**src/rtl/cell_tester_pkg.sv**
```systemverilog
package cell_tester_pkg;

  localparam int PAT_COUNT = 8;
  localparam int PAT_IDX_W = $clog2(PAT_COUNT);
  localparam int DATA_W    = 8;

  typedef enum logic [1:0] {
    ST_IDLE,
    ST_WRITE,
    ST_READ,
    ST_REPORT
  } tstState_e;

  typedef struct packed {
    logic latchAddr;
    logic clearIdx;
    logic incIdx;
    logic recordFail;
    logic clearResult;
  } tstStrobe_t;

  function automatic logic [DATA_W-1:0] patternAt(input logic [PAT_IDX_W-1:0] idx);
    logic [DATA_W-1:0] val;
    case (idx)
      3'd0:    val = 8'hF0;
      3'd1:    val = 8'h0F;
      3'd2:    val = 8'hAA;
      3'd3:    val = 8'h55;
      3'd4:    val = 8'hC0;
      3'd5:    val = 8'h30;
      3'd6:    val = 8'h0C;
      default: val = 8'h03;
    endcase
    return val;
  endfunction

endpackage

```
**src/rtl/cell_tester_datapath.sv**
```systemverilog
module cell_tester_datapath
  import cell_tester_pkg::*;
#(
  parameter int ADDR_W = 24
) (
  input  logic                 clk,
  input  logic                 rstN,
  input  tstStrobe_t           strobes,
  input  logic [ADDR_W-1:0]    targetAddr,
  input  logic [DATA_W-1:0]    memRdData,
  output logic [ADDR_W-1:0]    memAddr,
  output logic [DATA_W-1:0]    memWrData,
  output logic                 mismatch,
  output logic                 lastPattern,
  output logic                 testFail,
  output logic [PAT_IDX_W-1:0] failIndex,
  output logic [DATA_W-1:0]    failValue
);

  localparam logic [PAT_IDX_W-1:0] LAST_IDX = PAT_IDX_W'(PAT_COUNT - 1);

  logic [ADDR_W-1:0]    addrQ;
  logic [PAT_IDX_W-1:0] patIdx;
  logic [DATA_W-1:0]    expectByte;

  always_ff @(posedge clk or negedge rstN) begin
    if (!rstN) begin
      addrQ <= '0;
    end else if (strobes.latchAddr) begin
      addrQ <= targetAddr;
    end
  end

  always_ff @(posedge clk or negedge rstN) begin
    if (!rstN) begin
      patIdx <= '0;
    end else if (strobes.clearIdx) begin
      patIdx <= '0;
    end else if (strobes.incIdx) begin
      patIdx <= patIdx + 1'b1;
    end
  end

  always_ff @(posedge clk or negedge rstN) begin
    if (!rstN) begin
      testFail  <= 1'b0;
      failIndex <= '0;
      failValue <= '0;
    end else if (strobes.clearResult) begin
      testFail  <= 1'b0;
      failIndex <= '0;
      failValue <= '0;
    end else if (strobes.recordFail) begin
      testFail  <= 1'b1;
      failIndex <= patIdx;
      failValue <= memRdData;
    end
  end

  always_comb begin
    expectByte  = patternAt(patIdx);
    memWrData   = expectByte;
    memAddr     = addrQ;
    mismatch    = (memRdData != expectByte);
    lastPattern = (patIdx == LAST_IDX);
  end

  AST_FAIL_VALUE_DIFFERS: assert property (@(posedge clk) disable iff (!rstN)
    testFail |-> (failValue != patternAt(failIndex))) else $error("fail value equals pattern");

  AST_ADDR_HELD: assert property (@(posedge clk) disable iff (!rstN)
    (!strobes.latchAddr && !$isunknown(addrQ)) |=> $stable(memAddr)) else $error("address moved");

endmodule

```
**src/rtl/cell_tester_ctrl.sv**
```systemverilog
module cell_tester_ctrl
  import cell_tester_pkg::*;
(
  input  logic       clk,
  input  logic       rstN,
  input  logic       startPulse,
  input  logic       memAck,
  input  logic       mismatch,
  input  logic       lastPattern,
  output tstStrobe_t strobes,
  output logic       memReq,
  output logic       memWrite,
  output logic       testDone
);

  tstState_e stateQ;
  tstState_e stateD;

  always_ff @(posedge clk or negedge rstN) begin
    if (!rstN) begin
      stateQ <= ST_IDLE;
    end else begin
      stateQ <= stateD;
    end
  end

  always_comb begin
    stateD  = stateQ;
    strobes = '0;
    case (stateQ)
      ST_IDLE: begin
        if (startPulse) begin
          strobes.latchAddr   = 1'b1;
          strobes.clearIdx    = 1'b1;
          strobes.clearResult = 1'b1;
          stateD              = ST_WRITE;
        end
      end
      ST_WRITE: begin
        if (memAck) begin
          stateD = ST_READ;
        end
      end
      ST_READ: begin
        if (memAck) begin
          if (mismatch) begin
            strobes.recordFail = 1'b1;
            stateD             = ST_REPORT;
          end else if (lastPattern) begin
            stateD = ST_REPORT;
          end else begin
            strobes.incIdx = 1'b1;
            stateD         = ST_WRITE;
          end
        end
      end
      default: begin
        stateD = ST_IDLE;
      end
    endcase
  end

  always_comb begin
    memReq   = (stateQ == ST_WRITE) || (stateQ == ST_READ);
    memWrite = (stateQ == ST_WRITE);
    testDone = (stateQ == ST_REPORT);
  end

  AST_DONE_SINGLE: assert property (@(posedge clk) disable iff (!rstN)
    testDone |=> !testDone) else $error("done longer than one cycle");

  AST_DONE_NO_REQ: assert property (@(posedge clk) disable iff (!rstN)
    testDone |-> !memReq) else $error("request during done");

  AST_REQ_HELD: assert property (@(posedge clk) disable iff (!rstN)
    (memReq && !memAck) |=> (memReq && $stable(memWrite))) else $error("request dropped early");

  AST_READ_FOLLOWS_WRITE: assert property (@(posedge clk) disable iff (!rstN)
    (memReq && memWrite && memAck) |=> (memReq && !memWrite)) else $error("no readback");

  AST_IDLE_ACK_IGNORED: assert property (@(posedge clk) disable iff (!rstN)
    (!memReq && !testDone && !startPulse) |=> !memReq) else $error("request without start");

endmodule

```
**src/rtl/cell_tester.sv**
```systemverilog
module cell_tester
  import cell_tester_pkg::*;
#(
  parameter int ADDR_W = 24
) (
  input  logic              clk,
  input  logic              rstN,
  input  logic              startPulse,
  input  logic [ADDR_W-1:0] targetAddr,
  output logic              memReq,
  output logic              memWrite,
  output logic [ADDR_W-1:0] memAddr,
  output logic [7:0]        memWrData,
  input  logic [7:0]        memRdData,
  input  logic              memAck,
  output logic              testDone,
  output logic              testFail,
  output logic [2:0]        failIndex,
  output logic [7:0]        failValue
);

  tstStrobe_t ctlStrobes;
  logic       mismatch;
  logic       lastPattern;

  cell_tester_ctrl ctrl_i (
    .clk         (clk),
    .rstN        (rstN),
    .startPulse  (startPulse),
    .memAck      (memAck),
    .mismatch    (mismatch),
    .lastPattern (lastPattern),
    .strobes     (ctlStrobes),
    .memReq      (memReq),
    .memWrite    (memWrite),
    .testDone    (testDone)
  );

  cell_tester_datapath #(
    .ADDR_W (ADDR_W)
  ) dp_i (
    .clk         (clk),
    .rstN        (rstN),
    .strobes     (ctlStrobes),
    .targetAddr  (targetAddr),
    .memRdData   (memRdData),
    .memAddr     (memAddr),
    .memWrData   (memWrData),
    .mismatch    (mismatch),
    .lastPattern (lastPattern),
    .testFail    (testFail),
    .failIndex   (failIndex),
    .failValue   (failValue)
  );

endmodule

```
**config.mk**
```make
export PLATFORM = sky130hd
export DESIGN_NAME = cell_tester
export DESIGN_NICKNAME = d
export VERILOG_FILES = /design/src/rtl/cell_tester_pkg.sv /design/src/rtl/cell_tester_datapath.sv /design/src/rtl/cell_tester_ctrl.sv /design/src/rtl/cell_tester.sv
export SDC_FILE = /design/constraint.sdc
export NUM_CORES = 1
export LEC_CHECK = 0
export BUFFER_PORTS_ARGS = -buffer_cell sky130_fd_sc_hd__buf_2
export CAP_MARGIN = 20
export CORE_MARGIN = 5
export CORE_UTILIZATION = 48
export DETAILED_ROUTE_END_ITERATION = 10
export PLACE_DENSITY = 0.77
export SLEW_MARGIN = 20
export SYNTH_ARGS = -nofsm -noshare
export SYNTH_HDL_FRONTEND = slang
export SYNTH_SLANG_ARGS = --single-unit
export TNS_END_PERCENT = 20
```
**constraint.sdc**
```tcl
create_clock -name clk -period 2.95 [get_ports clk]
set_input_delay 0.1475 -clock clk [delete_from_list [all_inputs] [get_ports clk]]
set_output_delay 0.1475 -clock clk [all_outputs]
set_load 0.01 [all_outputs]
```
* After elaboration in Yosys (flattened, before gate mapping) *
Index checks and enable logic that the tools add are counted.

cells by class
  $add $sub $neg = 1
  eq/ne operators = 14
  multiplexer cells = 24
  reduce and logical (&&, ||, !) cells = 6

operator list
  cell                                           number
  case mux 8 bit (7 select lines)                1
  two-way mux 2 bit                              9
  two-way mux 8 bit                              2
  == test 3 bit, second input constant           4
  two-way mux 3 bit                              4
  != test 8 bit                                  1
  two-way mux 1 bit                              7
  == test 3 x 2 -> 1 bit, second input constant  2
  case mux 2 bit (3 select lines)                1
  == test 2 bit, second input constant           2
  != test 2 bit, second input constant           2
  nonzero test 2 bit                             2
  adder 3 x 1 -> 3 bit, second input constant    1
  == test 3 x 1 -> 1 bit, second input constant  1
  logical NOT 3 bit                              1
  AND reduction 3 bit                            1
  == test 2 x 1 -> 1 bit, second input constant  1
  logical NOT 2 bit                              1
  != test 2 x 1 -> 1 bit, second input constant  1
  logical OR 1 bit                               1

word-level totals
  flip-flop bits (word level) = 41
  input port bits = 36
  output and inout port bits = 47
  word-level logic and storage cells = 51

* Depth between registers and ports, before layout *
Gate-level depths: netlist of the first run.

  word-level depth = 8
  depth in mapped cells = 10
  gate-level depth less buffers = 8

* By module *
From an unflattened synthesis of the first run, not the netlist that was laid out.

second synthesis, totals
  cells, all modules = 175
  area total of the unflattened synthesis = 2039.5 um^2

by module, submodules not included
  module                instances  cells an instance  area each (um^2)  sequential area each (um^2)
  cell_tester_datapath  1          153                1836.8            975.9
  cell_tester_ctrl      1          22                 202.7             50.0

* Least setup slack after synthesis of the first run *
No wires, ideal clock.

  path kind = reg2reg
  start = reg dp_i.patIdx[2]
  end = reg dp_i.testFail
  setup time = 119 ps
  arrival = 2487 ps
  data required time = 2831 ps
  slack = 344 ps
  stages on the path, launching flop included = 11
  path buffers = 2
  period minus slack after synthesis = 2606 ps
  path through = dfrtp_1 clkbuf_1 inv_1 ha_1 or4_4 and3_4 a2111oi_2 and4b_1 a21oi_2 buf_6 o21a_1

between the ends
  word-level cells in the longest chain between the ends = 7
  elaborated cells between the ends (all ways) = 13
  classes of those cells = eq/ne (7); mux (4); reduce/logical (2)

ends and longest elaborated chain
  element                                  line                        text
  start: declaration                       cell_tester_datapath.sv:23  logic [PAT_IDX_W-1:0] patIdx;
  start signal: assignment                 cell_tester_datapath.sv:40  patIdx <= patIdx + 1'b1;
  == test 3 bit (tied with other cells)    cell_tester_pkg.sv:24       case (idx)
  case mux 8 bit (7 select lines) (*)      cell_tester_pkg.sv:24
  != test 8 bit (*)                        cell_tester_datapath.sv:64  mismatch = (memRdData != expectByte);
  two-way mux 1 bit (*)                    cell_tester_ctrl.sv:46      if (mismatch) begin
  two-way mux 2 bit (*)                    cell_tester_ctrl.sv:45      if (memAck) begin
  two-way mux 2 bit (*)                    cell_tester_ctrl.sv:30      case (stateQ)
  nonzero test 2 bit (no source line) (*)  n/a
  end signal: assignment                   cell_tester_datapath.sv:46  testFail <= 1'b0;
  end signal: assignment                   cell_tester_datapath.sv:50  testFail <= 1'b0;
  end signal: assignment                   cell_tester_datapath.sv:54  testFail <= 1'b1;
  end: declaration                         cell_tester_datapath.sv:15  output logic testFail,

Mark *: on every way between the ends. The rest lies on a longest branch, timed or not.
A chain may end at the register's enable or synchronous reset.

* Worst setup path in the final report of the first run *
  start = reg dp_i.patIdx[0]
  end = reg dp_i.failValue[2]

between the ends
  word-level cells in the longest chain between the ends = 7
  elaborated cells between the ends (all ways) = 13
  classes of those cells = eq/ne (7); mux (4); reduce/logical (2)

ends and longest elaborated chain
  element                                  line                        text
  == test 3 bit (tied with other cells)    cell_tester_pkg.sv:24
  case mux 8 bit (7 select lines) (*)      cell_tester_pkg.sv:24
  != test 8 bit (*)                        cell_tester_datapath.sv:64
  two-way mux 1 bit (*)                    cell_tester_ctrl.sv:46
  two-way mux 2 bit (*)                    cell_tester_ctrl.sv:45
  two-way mux 2 bit (*)                    cell_tester_ctrl.sv:30
  nonzero test 2 bit (no source line) (*)  n/a
  end signal: assignment                   cell_tester_datapath.sv:56  failValue <= memRdData;
  end: declaration                         cell_tester_datapath.sv:17  output logic [DATA_W-1:0] failValue

Marks and branches as above.

==> results of run 1 <==
## repair_timing
action	in CTS	in global routing
setup endpoints to repair	0	11
endpoints found under the hold margin	0	0
resized for setup	0	1
## flip-flops by register name (all words and copies together), names as in the netlist
| register | cells |
|---|---|
| dp_i.testFail | 1 |
| dp_i.patIdx | 3 |
| ctrl_i.stateQ | 2 |
| dp_i.memAddr | 24 |
| dp_i.failValue | 8 |
| dp_i.failIndex | 3 |
## power breakdown
group / internal [mW] / switching (mW)
clock network: 0.164 / 0.178
registers: 0.805 / 0.123
logic: 0.478 / 0.495
total: 1.45 / 0.795
## cells in the final DEF (no fill, tap or decap), types with 2 or more instances in the layout
| master | netlist | routed |
|---|---|---|
| clkinv_2 | 0 | 2 |
| a21oi_1 | 3 | 3 |
| o21ai_0 | 5 | 5 |
| a31oi_1 | 3 | 3 |
| clkbuf_8 | 0 | 5 |
| o22ai_1 | 2 | 2 |
| mux2_2 | 24 | 24 |
| buf_2 | 1 | 82 |
| inv_1 | 12 | 12 |
| nand3_1 | 3 | 3 |
| mux2i_1 | 14 | 14 |
| nand2_1 | 37 | 36 |
| nor2b_1 | 3 | 3 |
| ha_1 | 10 | 10 |
| buf_4 | 0 | 4 |
| o21a_1 | 2 | 2 |
| nor2_1 | 5 | 5 |
| nand2b_1 | 3 | 3 |
| dfrtp_1 | 41 | 41 |
## per-layer routing
| metal | GRT usage | routed length [µm] | share of wire |
|---|---|---|---|
| met5 | 0 | 0 | 0 |
| met4 | 0.0594 | 73 | 0.015 |
| met3 | 0.0768 | 494 | 0.10 |
| met1 | 0.221 | 2080 | 0.44 |
| met2 | 0.247 | 2080 | 0.44 |
## cell families (layout without fill, tap and decap cells)
| family | after synthesis | count (layout) | synth area share |
|---|---|---|---|
| and+or+nand+nor | 59 | 59 | 0.134 |
| DFF | 41 | 41 | 0.487 |
| muxes | 38 | 38 | 0.195 |
| AOI/OAI and AO/OA | 23 | 23 | 0.0760 |
| buffers and inverters | 21 | 106 | 0.0451 |
| adders and majority gates | 10 | 10 | 0.0593 |
| xor gates and xnor gates | 1 | 1 | 0.00416 |
## per-stage QoR
stage | std cells | setup slack [ns] | util | power, mW | hold WS (ns)
global placement | 322 | 0.144 | 0.598 | 1.89 | 0.322
detailed placement | 322 | 0.0282 | 0.598 | 1.92 | 0.319
floorplan | 193 | 0.344 | - | 1.54 | -0.148
global route | 330 | 0.112 | 0.619 | 2.44 | 0.0611
finish | 330 | 0.242 | 0.619 | 2.24 | -0.0144
CTS | 330 | 0.0296 | 0.617 | 2.28 | 0.00851
## area by class of cell
type                            count  area (µm²)
Timing Repair Buffer               86         440
Clock inverter                      2        10.0
Tap cell                           52        65.1
Sequential cell                    41        1030
Multi-Input combinational cell    131         997
Inverter                           12        45.0
Fill cell                         356        1640
Clock buffer                        6        72.6
## worst paths after layout
path | slack [ns] | cells after the start | to
setup / recovery | 0.24 | 8 | dp_i.failValue[2]$_DFFE_PN0P_
hold / removal | -0.01 | 1 | dp_i.failValue[3]$_DFFE_PN0P_
setup reg to reg | 0.24 | 8 | dp_i.failValue[2]$_DFFE_PN0P_
hold reg to reg | 0.50 | 1 | dp_i.testFail$_DFFE_PN0P_
max in group asynchronous | 2.41 | 1 | dp_i.memAddr[11]$_DFFE_PN0P_
min in group clk | 0.09 | 2 | dp_i.memAddr[3]$_DFFE_PN0P_
## worst max-delay path, delay by kind of cell, from the launching register on
| family | cells | cell delay [ns] |
|---|---|---|
| and+or+nand+nor | 2 | 0.76 |
| DFF | 1 | 0.41 |
| muxes | 1 | 0.26 |
| adders and majority gates | 2 | 0.46 |
| AOI/OAI and AO/OA | 3 | 0.73 |
==> impl_metrics.ini, run 1 <==
[placement]
portBuffers = 82
dp_hpwl_mm = 3.62
globalplace.congestion = 0.837
dpl_cell_area_um2 = 2570

[clocking]
clockBufferDepth = 2
cts_made_buffers = 5
post_cts_buffers = 0
cts_sinks = 41
insertion_delay_ns = 0.28
htreeDepth = 2
cts_hold_buf = 0
cts_root_buf = clkbuf_8
clk_pin_slew_worst_paths_ns = 0.07
cts_tree = built

[status]
violations = hold timing
status = finished with violations

[final_layout]
fin_area_um2 = 2660
antenna_cells = 0
final_nets = 323
area_delta_synth_final_pct = 26.0
drive_gt1_frac = 0.442

[pwr]
cellPowerDensity_nw_per_um2 = 844
p_leak_nw = 1.37
ir_drop_uv = 524

[critical_path]
start_kind = flop
cp_slowest_cell = or4_4
startpoint = dp_i.patIdx[0]$_DFFE_PN0P_
reg2reg_from = dp_i.patIdx[0]$_DFFE_PN0P_
worstPathRequired_ns = 3.15
crit_top_cell = ha_1
critical_path_class = flop to flop
cpPeakStageDelay_ns = 0.50
crit_path_end_kind = flop
critPathMaxFanout = 12
cp_cell_sequence = ha_1 > ha_1 > or4_4 > a21oi_1 > a2111oi_2 > and4b_1 > a21oi_4 > mux2i_1
crit_arrival_ns = 2.91

[synth]
yosys.area.top_type = dfrtp_1
synth.top_cell.area_share = 0.487
syn_nets = 239
ys_warn_count = 0
async_flop_share = 1.00
synth_ff_type = dfrtp_1
synth.avg_cell_area_um2 = 10.9
ys_ff_latch = 41
synth_area_leaders = dfrtp_1 49%, mux2_2 13%, mux2i_1 6.6%
synth_edf_count = 0
synth_cell_type_count = 36
synth_common_cells = 41 x dfrtp_1, 37 x nand2_1, 24 x mux2_2, 14 x mux2i_1, 12 x inv_1
netlist_instances = 193
syn_area_um2 = 2110
yosysSeqAreaShare = 0.487
post-synth-top-count-cell = dfrtp_1

[routing]
drc_errors = 0
drt_iter0_drc = 53
firstDrtPassIters = 5
routedWlPerCell_um = 14.3
drtAntennaViolNets = 0
vias = 1695
drt_wl_total_mm = 4.73
vias_per_cell = 5.14

[sta]
hold_viol_final = 41
max_freq_mhz = 369
skew_ns = 0.00426
setup_viol = 0
timing.setup.tns_ns = 0
layout_min_cycle_time_ns = 2.71
post-route-period-util = 0.918
grt_setup_unrepaired = false
maxSlewViolCount = 0
finalHoldWorstSlack_ns = -0.0144
slew_headroom = 0.407
worstMarginPinSlew_ns = 0.890

[grt]
gr-total-overflow = 0
grt_max_degree = 42
grtUsageTotal = 0.169
grt_pass1_wl_mm = 8.18
antenna_found_initial = 0
grt_pass1_vias = 1733

[floorplanning]
die_h_um = 76.3
std_cell_rows = 24
die-area_um2 = 5820
die_w_um = 76.3
core_area_um2 = 4290
ios = 83
start_util = 0.491

[min_path]
hold_class = primary input to async pin

[run]
cap_violations = 0
Note: power is estimated with default switching activity, not from simulation.
==> run 2: changes to the inputs <==
--- a/config.mk
+++ b/config.mk
@@ -7,8 +7,10 @@
 export LEC_CHECK = 0
 export BUFFER_PORTS_ARGS = -buffer_cell sky130_fd_sc_hd__buf_2
 export CAP_MARGIN = 20
+export CELL_PAD_IN_SITES_DETAIL_PLACEMENT = 1
+export CELL_PAD_IN_SITES_GLOBAL_PLACEMENT = 1
 export CORE_MARGIN = 5
-export CORE_UTILIZATION = 48
+export CORE_UTILIZATION = 36
 export DETAILED_ROUTE_END_ITERATION = 10
 export PLACE_DENSITY = 0.77
 export SLEW_MARGIN = 20
==> run 2 against run 1 <==
  * The flow still finishes with violations (hold timing)
  * Die area increased by 29%
  * Worst setup slack improved by 0.054 ns
  * First-iteration DRC count decreased by 15%
  * Cell count increased by 6.4%
  * Sequential share of layout area decreased by 1.5 points
  * Critical path depth increased by 1
==> impl_metrics.ini, run 2 (same netlist as run 1, synthesis figures left out) <==
[status]
status = finished with violations
violations = hold timing

[pwr]
cellPowerDensity_nw_per_um2 = 897
p_leak_nw = 1.41
total_power_mw = 2.48
ir_drop_uv = 537

[clocking]
cts_hold_buf = 0
cts_sinks = 41
cts_root_buf = clkbuf_8
clockBufferDepth = 2
htreeDepth = 2
cts_tree = built
insertion_delay_ns = 0.29
clk_pin_slew_worst_paths_ns = 0.08
cts_made_buffers = 5

[routing]
drc_errors = 0
drt_wl_total_mm = 5.42
vias_per_cell = 4.86
drtAntennaViolNets = 0
drt_iter0_drc = 45
vias = 1705
routedWlPerCell_um = 15.4
firstDrtPassIters = 4

[placement]
placed_cells = 341
dp_hpwl_mm = 4.23
globalplace.congestion = 0.816
dp_slack_ns = -0.0560
portBuffers = 82

[critical_path]
cpPeakStageDelay_ns = 0.50
cp_cell_sequence = ha_1 > ha_1 > or4_4 > and3_4 > a2111oi_2 > and4b_1 > a21oi_4 > buf_4 > o21a_1
worstPathRequired_ns = 3.14
critical_path_class = flop to flop
start_kind = flop
rrSetupSlack_ns = 0.30
crit_top_cell = ha_1
crit_arrival_ns = 2.84
cp.buffers_inverters = 1
crit_path_end_kind = flop
cp_top_family = simple AND/OR/NAND/NOR gates
cp.depth = 9
cp_slowest_cell = or4_4
r2r_cells = 9
critPathMaxFanout = 6

[min_path]
hold_class = primary input to async pin

[grt]
grtUsageTotal = 0.160
antenna_found_initial = 0
gr-total-overflow = 0
grt_pass1_wl_mm = 9.49
grt_max_degree = 42
grt_pass1_vias = 1953

[sta]
post-route-period-util = 0.900
maxSlewViolCount = 0
skew_ns = 0.00627
hold_viol_final = 41
finalHoldWorstSlack_ns = -0.0255
finalWorstSetupSlack_ns = 0.296
max_freq_mhz = 377
layout_min_cycle_time_ns = 2.65
timing.setup.tns_ns = 0
slew_headroom = 0.405
setup_viol = 0
worstMarginPinSlew_ns = 0.892
grt_setup_unrepaired = false

[final_layout]
layout.cells.non_filler = 351
drive_gt1_frac = 0.448
final_cell_mix = 82 x buf_2, 41 x dfrtp_1, 36 x nand2_1
layout_commonest_cell = buf_2
antenna_cells = 0
area_delta_synth_final_pct = 31.2
final_nets = 324
largest_reg_flops = 24
nFillCells = 682

[floorplanning]
ios = 83
die_w_um = 86.5
die-area_um2 = 7490
std_cell_rows = 27
start_util = 0.376
die_h_um = 86.5
core_area_um2 = 5610

[run]
cap_violations = 0
[run 2: changes by cell type in the layout (fill, tap and decap cells not counted)]
cell	previous run	this run
buf_12	0	2
clkbuf_1	1	0
buf_4	4	3
clkinv_2	2	1
bufinv_16	0	2
[run 2: timing repair]
item | 4_1_cts | 5_1_grt
resized for setup | 1 | 0
pin swaps | 0 | 1
buffers inserted | 0 | 2
setup endpoints to repair | 11 | 3
[run 2: layer usage]
layer / part of all wire / global-route usage
met2: 0.46 / 0.248
met1: 0.43 / 0.196
met3: 0.099 / 0.0770
met5: 0 / 0
met4: 0.0090 / 0.0524
[run 2: cell type report]
type | count | area [µm²] | area share
Timing Repair Buffer | 87 | 473 | 0.171
Tap cell | 72 | 90.1 | 0.0326
Clock buffer | 5 | 68.8 | 0.0249
Inverter | 12 | 45.0 | 0.0163
Sequential cell | 41 | 1030 | 0.371
Multi-Input combinational cell | 131 | 997 | 0.361
Clock inverter | 3 | 65.1 | 0.0235
[run 2: path summary, 6_finish.rpt]
path | from | to
max reg2reg | dp_i.patIdx[0]$_DFFE_PN0P_ | dp_i.testFail$_DFFE_PN0P_
min reg2reg | dp_i.testFail$_DFFE_PN0P_ | dp_i.testFail$_DFFE_PN0P_
min in group clk | targetAddr[22] | dp_i.memAddr[22]$_DFFE_PN0P_
max | dp_i.patIdx[0]$_DFFE_PN0P_ | dp_i.testFail$_DFFE_PN0P_
min | rstN | dp_i.failValue[7]$_DFFE_PN0P_
max in group asynchronous | rstN | dp_i.memAddr[9]$_DFFE_PN0P_
[run 2: through the flow]
stage,util,cell area [µm²]
2_1_floorplan,-,2110
3_3_place_gp,0.463,2600
3_5_place_dp,0.463,2600
4_1_cts,0.488,2740
5_1_grt,0.493,2770
6_report,0.493,2770
[run 2: report_power, final]
part	leakage (nW)	total (mW)	internal, mW	switching [mW]
clock network	0.0681	0.534	0.336	0.198
registers	0.507	0.928	0.805	0.124
logic	0.830	1.02	0.500	0.519
